## src/rtl/mtr_pkg.sv

```systemverilog
package mtr_pkg;
  localparam int NPORT = 5;
  localparam int P_EJ = 0;
  localparam int P_N  = 1;
  localparam int P_S  = 2;
  localparam int P_E  = 3;
  localparam int P_W  = 4;
  localparam logic [1:0] K_SETUP = 2'd1;
  localparam logic [1:0] K_MCAST = 2'd2;
endpackage

```

## src/rtl/mtr_xy_route.sv

```systemverilog
module mtr_xy_route
  import mtr_pkg::*;
#(
  parameter int MESH_X = 4,
  parameter int MY_X   = 1,
  parameter int MY_Y   = 1,
  parameter int NODE_W = 4
) (
  input  logic [NODE_W-1:0] dst_i,
  output logic [NPORT-1:0]  port_o
);
  int dx, dy;
  always_comb begin
    dx = int'(dst_i) % MESH_X;
    dy = int'(dst_i) / MESH_X;
    port_o = '0;
    if (dx > MY_X)      port_o[P_E]  = 1'b1;
    else if (dx < MY_X) port_o[P_W]  = 1'b1;
    else if (dy > MY_Y) port_o[P_S]  = 1'b1;
    else if (dy < MY_Y) port_o[P_N]  = 1'b1;
    else                port_o[P_EJ] = 1'b1;
  end
endmodule

```

## src/rtl/mtr_tree_table.sv

```systemverilog
module mtr_tree_table
  import mtr_pkg::*;
#(
  parameter int NODES  = 16,
  parameter int TREES  = 4,
  parameter int NODE_W = 4,
  parameter int TREE_W = 2
) (
  input  logic              clk_i,
  input  logic              rst_ni,
  input  logic              wr_en_i,
  input  logic              wr_clear_i,
  input  logic [NODE_W-1:0] src_i,
  input  logic [TREE_W-1:0] tree_i,
  input  logic [NPORT-1:0]  wr_bits_i,
  output logic [NPORT-1:0]  rd_bits_o
);
  localparam int ENTRIES = NODES * TREES;
  localparam int IDX_W   = (ENTRIES > 1) ? $clog2(ENTRIES) : 1;

  logic [NPORT-1:0] tbl_q [ENTRIES];
  logic [IDX_W-1:0] idx;

  // static equal split: each source owns TREES consecutive entries
  assign idx       = IDX_W'((int'(src_i) % NODES) * TREES + int'(tree_i) % TREES);
  assign rd_bits_o = tbl_q[idx];

  for (genvar e = 0; e < ENTRIES; e++) begin : g_ent
    always_ff @(posedge clk_i or negedge rst_ni) begin
      if (!rst_ni) tbl_q[e] <= '0;
      else if (wr_en_i && idx == IDX_W'(e))
        tbl_q[e] <= (wr_clear_i ? '0 : tbl_q[e]) | wr_bits_i;
    end
  end
endmodule

```

## src/rtl/mtr_branch_track.sv

```systemverilog
module mtr_branch_track
  import mtr_pkg::*;
(
  input  logic             clk_i,
  input  logic             rst_ni,
  input  logic             load_i,
  input  logic [NPORT-1:0] vec_i,
  input  logic [NPORT-1:0] gnt_i,
  output logic [NPORT-1:0] rem_o,
  output logic             busy_o,
  output logic             done_o
);
  logic [NPORT-1:0] rem_q, left;

  assign left   = rem_q & ~gnt_i;
  assign busy_o = |rem_q;
  assign done_o = busy_o && (left == '0);
  assign rem_o  = rem_q;

  always_ff @(posedge clk_i or negedge rst_ni) begin
    if (!rst_ni)     rem_q <= '0;
    else if (load_i) rem_q <= vec_i;
    else if (busy_o) rem_q <= left;
  end
endmodule

```

## src/rtl/mtree_route.sv

```systemverilog
module mtree_route
  import mtr_pkg::*;
#(
  parameter int MESH_X = 4,
  parameter int MESH_Y = 4,
  parameter int MY_X   = 1,
  parameter int MY_Y   = 1,
  parameter int TREES  = 4,
  localparam int NODES  = MESH_X * MESH_Y,
  localparam int NODE_W = (NODES > 1) ? $clog2(NODES) : 1,
  localparam int TREE_W = (TREES > 1) ? $clog2(TREES) : 1
) (
  input  logic              clk_i,
  input  logic              rst_ni,
  input  logic              in_valid_i,
  input  logic [1:0]        in_kind_i,
  input  logic              in_first_i,
  input  logic [NODE_W-1:0] in_src_i,
  input  logic [TREE_W-1:0] in_tree_i,
  input  logic [NODE_W-1:0] in_dst_i,
  output logic              in_ready_o,
  output logic [4:0]        req_o,
  input  logic [4:0]        gnt_i,
  output logic              done_o
);
  logic [NPORT-1:0] xy_vec, tbl_vec, route_vec;
  logic accept, busy, trk_done, is_mcast, is_setup;

  assign is_mcast   = (in_kind_i == K_MCAST);
  assign is_setup   = (in_kind_i == K_SETUP);
  assign in_ready_o = !busy;
  assign accept     = in_valid_i && !busy;
  assign route_vec  = is_mcast ? tbl_vec : xy_vec;

  mtr_xy_route #(
    .MESH_X(MESH_X), .MY_X(MY_X), .MY_Y(MY_Y), .NODE_W(NODE_W)
  ) u_xy (
    .dst_i (in_dst_i),
    .port_o(xy_vec)
  );

  mtr_tree_table #(
    .NODES(NODES), .TREES(TREES), .NODE_W(NODE_W), .TREE_W(TREE_W)
  ) u_tbl (
    .clk_i     (clk_i),
    .rst_ni    (rst_ni),
    .wr_en_i   (accept && is_setup),
    .wr_clear_i(in_first_i),
    .src_i     (in_src_i),
    .tree_i    (in_tree_i),
    .wr_bits_i (xy_vec),
    .rd_bits_o (tbl_vec)
  );

  mtr_branch_track u_trk (
    .clk_i (clk_i),
    .rst_ni(rst_ni),
    .load_i(accept),
    .vec_i (route_vec),
    .gnt_i (gnt_i),
    .rem_o (req_o),
    .busy_o(busy),
    .done_o(trk_done)
  );

  // empty tree: nothing to send, slot freed at once
  assign done_o = trk_done || (accept && route_vec == '0);
endmodule

```

## config.mk

```make
export PLATFORM = sky130hd
export DESIGN_NAME = mtree_route
export DESIGN_NICKNAME = d
export VERILOG_FILES = /design/src/rtl/mtr_pkg.sv /design/src/rtl/mtr_xy_route.sv /design/src/rtl/mtr_tree_table.sv /design/src/rtl/mtr_branch_track.sv /design/src/rtl/mtree_route.sv
export SDC_FILE = /design/constraint.sdc
export NUM_CORES = 1
export LEC_CHECK = 0
export ABC_AREA = 1
export BUFFER_PORTS_ARGS = -buffer_cell sky130_fd_sc_hd__buf_2
export CAP_MARGIN = 30
export CORE_AREA = 2 2 201 203
export DETAILED_ROUTE_END_ITERATION = 12
export DIE_AREA = 0 0 203 205
export PLACE_DENSITY = 0.66
export SYNTH_ARGS = -nofsm -noshare
export SYNTH_HDL_FRONTEND = slang
export SYNTH_SLANG_ARGS = --single-unit
export TNS_END_PERCENT = 50
```

## constraint.sdc

```tcl
create_clock -name clk_i -period 2.2 [get_ports clk_i]
set_input_delay 0.44 -clock clk_i [delete_from_list [all_inputs] [get_ports clk_i]]
set_output_delay 0.44 -clock clk_i [all_outputs]
set_load 0.005 [all_outputs]
```

After elaboration in Yosys (flattened, before gate mapping)
Index checks and enable logic that the tools add are counted.
Widths: inputs -> output; s select.
- bits in registers: 325
- $add $sub $neg: 1
- magnitude comparators: 5
- equal/unequal tests: 65
- multiplexer cells: 79
- bitwise logic cells: 67
- reduce and logical (&&, ||, !) cells: 75
- operator list (kind ; number):
    $mux 5 ; 69
    $or 5x5->5 ; 64
    $eq 6x6->1 const B ; 32
    $eq 6x5->1 const B ; 16
    $logic_and 1x1->1 ; 68
    $eq 6x4->1 const B ; 8
    $bmux 5 s6 ; 1
    $eq 6x3->1 const B ; 4
    $eq 6x2->1 const B ; 2
    $logic_not 5->1 ; 2
    $ge 7x7->1 const B ; 1
    $not 6->7 ; 1
    $add 6x2->6 ; 1
    $eq 6x1->1 const B ; 1
    $logic_not 6->1 ; 1
    $mux 1 ; 6
    $mux 3 ; 2
    $and 5x5->5 ; 1
    $not 5->5 ; 1
    $reduce_or 5->1 ; 1
    $gt 2x1->1 const B ; 2
    $lt 2x1->1 const B ; 2
    $eq 2x1->1 const B ; 1
    $eq 2x2->1 const B ; 1
    other kinds (4) ; 4

Logic depth before layout (Yosys ltp)
Gate-level depths: netlist (run 1).
- depth after elaboration: 9
- gate-level depth with buffers: 18
- gate-level depth less buffers: 16

Cells and area by module
Synthesis (run 1) repeated with hierarchy kept, for this count alone.
- cell total of the unflattened synthesis: 2102
- area, all modules: 15972.8 um^2
- by module, submodules not included (module ; times used ; cells each ; area each (um^2)):
    mtr_tree_table ; 1 ; 2029 ; 15531.1
    mtr_branch_track ; 1 ; 35 ; 265.3
    mtree_route ; 1 ; 27 ; 130.1
    mtr_xy_route ; 1 ; 11 ; 46.3

Worst setup path after synthesis (run 1)
OpenSTA, ideal clock, no wires.
- path type: input-to-output
- start: input port in_tree_i[0]
- end: output port done_o
- arrival: 1684 ps
- setup slack: 76 ps
- stages on the path: 15
- path through: buf_4 > nand2_2 > buf_2 > nor2_1 > a21oi_1 > nand2_1 > nand2_1 > nand2_1 > o21ai_1 > nand3_1 > nand2_1 > nand2_1 > nor2_1 > nand2_1 > nand2_1
- longest elaborated chain between the ends: 9
- RTL lines (item ; line ; text):
    start, declared ; mtree_route.sv:19 ; input logic [TREE_W-1:0] in_tree_i,
    $add 6x2->6 ; mtr_tree_table.sv:25 ; assign idx = IDX_W'((int'(src_i) % NODES) * TREES + int'(tree_i) % TREES);
    $not 6->7 (not written as such) ; mtr_tree_table.sv:26 ; assign rd_bits_o = tbl_q[idx];
    $bmux 5 s6 ; mtr_tree_table.sv:26 ;
    $mux 5 (not written as such) (2 in a row) ; mtr_tree_table.sv:26 ;
    $mux 5 ; mtree_route.sv:33 ; assign route_vec = is_mcast ? tbl_vec : xy_vec;
    $logic_not 5->1 ; mtree_route.sv:67 ; assign done_o = trk_done || (accept && route_vec == '0);
    $logic_and 1x1->1 ; mtree_route.sv:67 ;
    $logic_or 1x1->1 ; mtree_route.sv:67 ;
    end, declared ; mtree_route.sv:24 ; output logic done_o
Every way passes these cells. The select of a mux whose other input is x is not followed.

Worst setup path in the final report (run 1)
Ends and elaborated chain as after synthesis.

==> results of run 1 <==
-- layout make-up --
class,count,area [sq um],share of cell area [%]
sequential,325,8133,42.88
multi-input combinational,1434,6721,35.44
timing repair buffer,184,1797,9.474
clock buffer,53,1099,5.792
tap,525,656.9,3.464
inverter,128,491.7,2.593
clock inverter,7,67.56,0.3562
-- metrics by stage --
| step | instances | setup WS (ns) | TNS [ns] | utilization [%] |
|---|---|---|---|---|
| final | 2656 | -0.5955 | -0.5955 | 48.18 |
| after global routing | 2656 | -0.7232 | -0.7277 | 48.18 |
| after CTS | 2644 | -0.4947 | -0.4947 | 47.42 |
| after detailed placement | 2583 | -0.6486 | -10.99 | 44.32 |
| after global placement | 2583 | -0.6492 | -10.02 | 44.32 |
| after floorplan | 2006 | 0.07570 | 0 | - |
-- state kept, by name, summed over array words and instances (netlist names) --
signal	cells
u_tbl.tbl_q	320
u_trk.rem_o	5
-- logic make-up (layout without fill, tap and decap cells) --
logic type      count (synthesis)  in the layout  share of synthesized area (%)
compound gates                681            681                          22.60
flops                         325            325                          51.92
buf+inv                       247            372                          6.382
simple gates                  753            753                          19.10
-- placed cells by master (no fill, tap or decap), types with 7 or more instances in the layout --
| cell | count |
|---|---|
| o21ai_0 | 553 |
| nand2_2 | 68 |
| nand3_1 | 8 |
| clkbuf_1 | 7 |
| buf_4 | 119 |
| nor2_2 | 14 |
| clkbuf_16 | 41 |
| buf_12 | 34 |
| o22ai_1 | 88 |
| a21oi_1 | 12 |
| dfrtp_1 | 325 |
| inv_2 | 8 |
| buf_2 | 25 |
| inv_1 | 117 |
| clkbuf_8 | 7 |
| nor2_1 | 100 |
| nand2_1 | 541 |
| nor2_4 | 8 |
| o21ai_1 | 18 |
| a22oi_1 | 7 |
-- worst max-delay path by stage --
stage / start / to / slack [ns]
floorplan: in_tree_i[0] / done_o / 0.08
global placement: in_tree_i[0] / done_o / -0.65
detailed placement: in_tree_i[0] / done_o / -0.65
CTS: in_tree_i[0] / done_o / -0.49
global route: in_tree_i[0] / done_o / -0.72
finish: in_tree_i[0] / done_o / -0.60
-- power groups by stage --
stage / logic [W] / registers [W] / clock network, W
2_1_floorplan: 0.000679 / 0.00631 / 0
3_3_place_gp: 0.00134 / 0.00633 / 0
3_5_place_dp: 0.00135 / 0.00633 / 0
4_1_cts: 0.00137 / 0.00623 / 0.00607
5_1_grt: 0.00158 / 0.00624 / 0.00635
6_report: 0.00144 / 0.00623 / 0.00601
-- per-layer routing --
layer	share of wire [%]	up-vias	global-route usage [%]
li1	-	6850	-
met5	0	-	0
met2	45	557	37.18
met4	3.2	0	8.942
met3	7.3	106	3.643
met1	44	7001	33.00
-- what timing repair did --
action                                 in CTS  in global routing
hold buffers                                1                  0
gates cloned                                0                  2
setup buffers                               0                 10
pin swaps                                   2                 39
gates resized for setup                    17                 68
endpoints found under the hold margin      42                  0
setup endpoints to repair                   1                  8
==> results_dict.tcl, run 1 <==
set metrics [dict create \
    endpoint_kind "output pin" \
    maxCapViolations 0 \
    vias 14514 \
    wirelength_um 48720 \
    synth_seq_cells 325 \
    place_area_sq_mm 0.01745 \
    worst_r2r_path_depth 10 \
    finish.instance_area_sq_mm 0.01897 \
    r2r_end "u_tbl.tbl_q[317]" \
    min_period_ns 2.796 \
    max_stage_delay_ns 0.17 \
    tritoncts "built" \
    nets 2131 \
    p_int_w 0.01021 \
    fin_ws_ns -0.5955 \
    synthTopCellsByCount "nand2_1, o21ai_0, dfrtp_1" \
    grt_overflow 0 \
    tightest_slew_ns 0.7390 \
    gp_congestion 0.9447 \
    ys_top_cells_by_area "dfrtp_1, o21ai_0, nand2_1" \
    crit_chain "buf_12 -> clkinvlp_4 -> buf_12 -> buf_6 -> nand2_1 -> nand2_1 -> nand2_1 -> nand2_2 -> nand2_2 -> nand2_2 -> nor2_4 -> nor2_2 -> nor2_1 -> nand3_1 -> nand2_1 -> nand2_1 -> nor2_1 -> nand2_1 -> nand2_1 -> buf_2" \
    r2r_setup_slack_ns 0.17 \
    path_clk_slew_ns 0.06 \
    postSynthAreaPerCell_sq_um 7.808 \
    status "finished with violations" \
    yosysTopAreaCell "dfrtp_1" \
    fin_skew_ns 0.008503 \
    p_switching_w 0.003466 \
    syn_nets 2027 \
    period_share_pct 127.1 \
    setup_viol 1 \
    power_frac_seq_pct 45.5 \
    ctsRootBufferMaster "clkbuf_16" \
    clk_latency_ns 0.52 \
    p_leak_nw 9.119 \
    drc 0 \
    port_buffers 27 \
    netlist-cell-type-count 27 \
    failed_checks "setup timing" \
    synthCells 2006 \
    fp.coreArea_sq_mm 0.03937 \
    num_rows 73 \
    clock-sinks 325 \
    drt_iter0_drc 1458 \
    finalPower_w 0.01367 \
    arrival_ns 2.36 \
    crit_required_ns 1.76 \
    fillers 3735 \
    synth-main-ff-cell "dfrtp_1" \
    yosysMostFrequentCell "nand2_1" \
    wl_per_cell_um 18.34 \
    comb_power_share_pct 10.5 \
    p_per_area_mw_per_mm2 720.9 \
    async_flop_share_pct 100.0 \
    start_kind "primary input" \
    synth-edff-count 0 \
    die_area_sq_mm 0.04162 \
    cp.buffers_inverters 5 \
    grt_pass1_vias 14181 \
    rsz0062_at_grt "yes" \
    crit_family "simple AND/OR/NAND/NOR gates" \
    critPathKind "in2out" \
    critical_path.slowest_cell "buf_12" \
    ir_drop_v 0.0005195 \
    p_clk_share_pct 43.9 \
    start_util_pct 39.79 \
    min_from "gnt_i[1]" \
    grt_max_degree 75 \
    via_per_inst 5.465 \
    grt_pass1_wl_um 78010 \
    crit_top_cell "nand2_1" \
    holdCritPathClass "in2reg" \
    slew_headroom_pct 50.73 \
    h-tree-depth 2 \
    ioPinCount 28 \
    whs_endpoint "u_trk.rem_o[1]" \
    drt_first_pass_iters 7 \
    numCtsBuffers 37 \
    yosys_warnings 0 \
    synth_top_area_share_pct 51.92 \
    netlist_area_sq_mm 0.01566 \
    antenna_left 0 \
    report.final.slew_viol_count 0 \
    fmax_mhz 357.7 \
    finalHoldViolCount 0 \
    grt_usage_pct 23.64 \
    syn2layout_area_growth_pct 21.08 \
    swShare_pct 25.35 \
    r2r_start "u_trk.rem_o[0]" \
    cp_max_fo 6 \
    seq_area_frac_synth_pct 51.92 \
    dieHeight_um 205 \
    min_path_cells 2 \
    die_x_um 203 \
    antenna_found_initial 0 \
    crit_cells 20 \
    dp_hpwl_um 32110 \
    whs_ns 0.1067 \
    clock_path_buffers 3 \
    n_antenna_cell 0 \
    drive_above_1_share_pct 16.28 \
]
Note: power is estimated with default switching activity, not from simulation.
==> run 2: changes to the inputs <==
--- a/config.mk
+++ b/config.mk
@@ -8,10 +8,10 @@
 export ABC_AREA = 1
 export BUFFER_PORTS_ARGS = -buffer_cell sky130_fd_sc_hd__buf_2
 export CAP_MARGIN = 30
-export CORE_AREA = 2 2 201 203
+export CORE_AREA = 2 2 259 261
 export DETAILED_ROUTE_END_ITERATION = 12
-export DIE_AREA = 0 0 203 205
-export PLACE_DENSITY = 0.66
+export DIE_AREA = 0 0 261 263
+export PLACE_DENSITY = 0.48
 export SYNTH_ARGS = -nofsm -noshare
 export SYNTH_HDL_FRONTEND = slang
 export SYNTH_SLANG_ARGS = --single-unit
==> results_dict.tcl, run 2 (synthesis gave the netlist of run 1 again) <==
set metrics [dict create \
    status "finished with violations" \
    fp.coreArea_sq_mm 0.06563 \
    whs_ns 0.08794 \
    clk_latency_ns 0.58 \
    finalSetupTns_ns -0.6582 \
    syn2layout_area_growth_pct 25.70 \
    clock_path_buffers 3 \
    h-tree-depth 2 \
    rsz0062_at_grt "yes" \
    min_period_ns 2.858 \
    p_int_w 0.01050 \
    nets 2171 \
    fillers 7030 \
    largest_reg_flops 320 \
    antenna_found_initial 0 \
    p_switching_w 0.003756 \
    fmax_mhz 349.9 \
    cp_max_fo 2 \
    drt_first_pass_iters 5 \
    clock-sinks 325 \
    swShare_pct 26.34 \
    worst_r2r_path_depth 10 \
    r2r_start "u_trk.rem_o[0]" \
    tightest_slew_ns 0.8389 \
    crit_required_ns 1.76 \
    endpoint_kind "output pin" \
    antenna_left 0 \
    crit_end "done_o" \
    start_kind "register" \
    failed_checks "setup timing" \
    final_common_cell "nand2_1" \
    drt_iter0_drc 1266 \
    r2r_end "u_tbl.tbl_q[222]" \
    ioPinCount 28 \
    period_share_pct 129.9 \
    comb_power_share_pct 10.5 \
    drive_above_1_share_pct 17.18 \
    grt_usage_pct 15.82 \
    grt_pass1_wl_um 84850 \
    grt_pass1_vias 14536 \
    layout_common_cells "nand2_1, o21ai_0, dfrtp_1" \
    holdCritPathClass "in2reg" \
    dp_hpwl_um 35540 \
    wirelength_um 54660 \
    path_clk_slew_ns 0.06 \
    report.final.slew_viol_count 0 \
    multi_input_area_sq_mm 0.006631 \
    grt_overflow 0 \
    n_antenna_cell 0 \
    die_x_um 261 \
    setup_viol 1 \
    start_util_pct 23.87 \
    r2r_setup_slack_ns 0.16 \
    via_per_inst 4.759 \
    critPathKind "reg2out" \
    power_frac_seq_pct 43.7 \
    final-seq-area_sq_mm 0.008133 \
    p_leak_nw 9.343 \
    finalHoldViolCount 0 \
    tritoncts "built" \
    drc 0 \
    wl_per_cell_um 17.97 \
    min_path_cells 2 \
    gp_congestion 0.8479 \
    fin_skew_ns 0.02742 \
    p_clk_share_pct 45.8 \
    slew_headroom_pct 44.07 \
    num_rows 94 \
    vias 14473 \
    ctsRootBufferMaster "clkbuf_16" \
    grt_max_degree 65 \
    ir_drop_v 0.0004763 \
    fin_ws_ns -0.6582 \
    numCtsBuffers 40 \
    worstSetupStartpoint "u_tbl.tbl_q[268]" \
    arrival_ns 2.42 \
    port_buffers 27 \
    maxCapViolations 0 \
    die_area_sq_mm 0.06864 \
    p_per_area_mw_per_mm2 724.3 \
    finalPower_w 0.01426 \
    dieHeight_um 263 \
    regMostFlops "u_tbl.tbl_q" \
]
-- run 2: worst min path at each step --
stage | start | to | slack (ns)
2_1_floorplan | rst_ni | u_tbl.tbl_q[0] | 0.14
3_3_place_gp | rst_ni | u_tbl.tbl_q[280] | 0.41
3_5_place_dp | rst_ni | u_tbl.tbl_q[282] | 0.41
4_1_cts | gnt_i[0] | u_trk.rem_o[0] | 0.06
5_1_grt | gnt_i[0] | u_trk.rem_o[0] | 0.08
6_report | gnt_i[3] | u_trk.rem_o[3] | 0.09
-- run 2: power by group through the flow --
stage	clock [W]	combinational (W)	sequential, W
3_3_place_gp	0	0.00143	0.00633
4_1_cts	0.00669	0.00147	0.00623
5_1_grt	0.00694	0.00165	0.00625
2_1_floorplan	0	0.000679	0.00631
3_5_place_dp	0	0.00144	0.00634
6_report	0.00653	0.00150	0.00623
-- run 2: final cells by class --
| type | instances | area share [%] |
|---|---|---|
| sequential | 325 | 41.30 |
| multi-input combinational | 1434 | 33.68 |
| timing repair buffer | 221 | 10.43 |
| clock buffer | 57 | 5.967 |
| tap | 864 | 5.490 |
| inverter | 128 | 2.485 |
| clock inverter | 12 | 0.6418 |
-- run 2: repair_timing --
action,in CTS,in global routing
gates resized for setup,25,34
gates cloned,1,2
setup buffers,1,1
hold buffers,1,0
pin swaps,10,13
hold endpoints to repair,42,0
setup endpoints to repair,1,12
-- run 2: per-layer routing --
layer / track usage, % / wire [um]
met5: 0 / 0
met3: 2.802 / 2851
met4: 5.190 / 1541
met2: 24.98 / 24590
met1: 21.81 / 25680
-- run 2: critical path, cell delays in order, from the launching register on --
cell and delay, ns:
dfrtp_1 0.36, inv_1 0.15, o21ai_0 0.12, nand2_1 0.07, nand2_1 0.07, nand2_1 0.07, nand2_1 0.05, nor2_1 0.09
nor2_1 0.06, nor2_2 0.17, nand3_1 0.09, nand2_1 0.10, nand2_1 0.06, nor2_1 0.09, nand2_1 0.12, nand2_1 0.08
buf_2 0.11
-- run 2: metrics by stage --
step | cell area (sq um) | instances | setup WS, ns | util, %
finish | 19690 | 3041 | -0.6582 | 30.00
global route | 19690 | 3041 | -0.8121 | 30.00
CTS | 19570 | 3038 | -0.6768 | 29.81
detailed placement | 18160 | 2966 | -0.8140 | 27.67
global placement | 18160 | 2966 | -0.8401 | 27.67
floorplan | 15660 | 2006 | 0.07570 | -
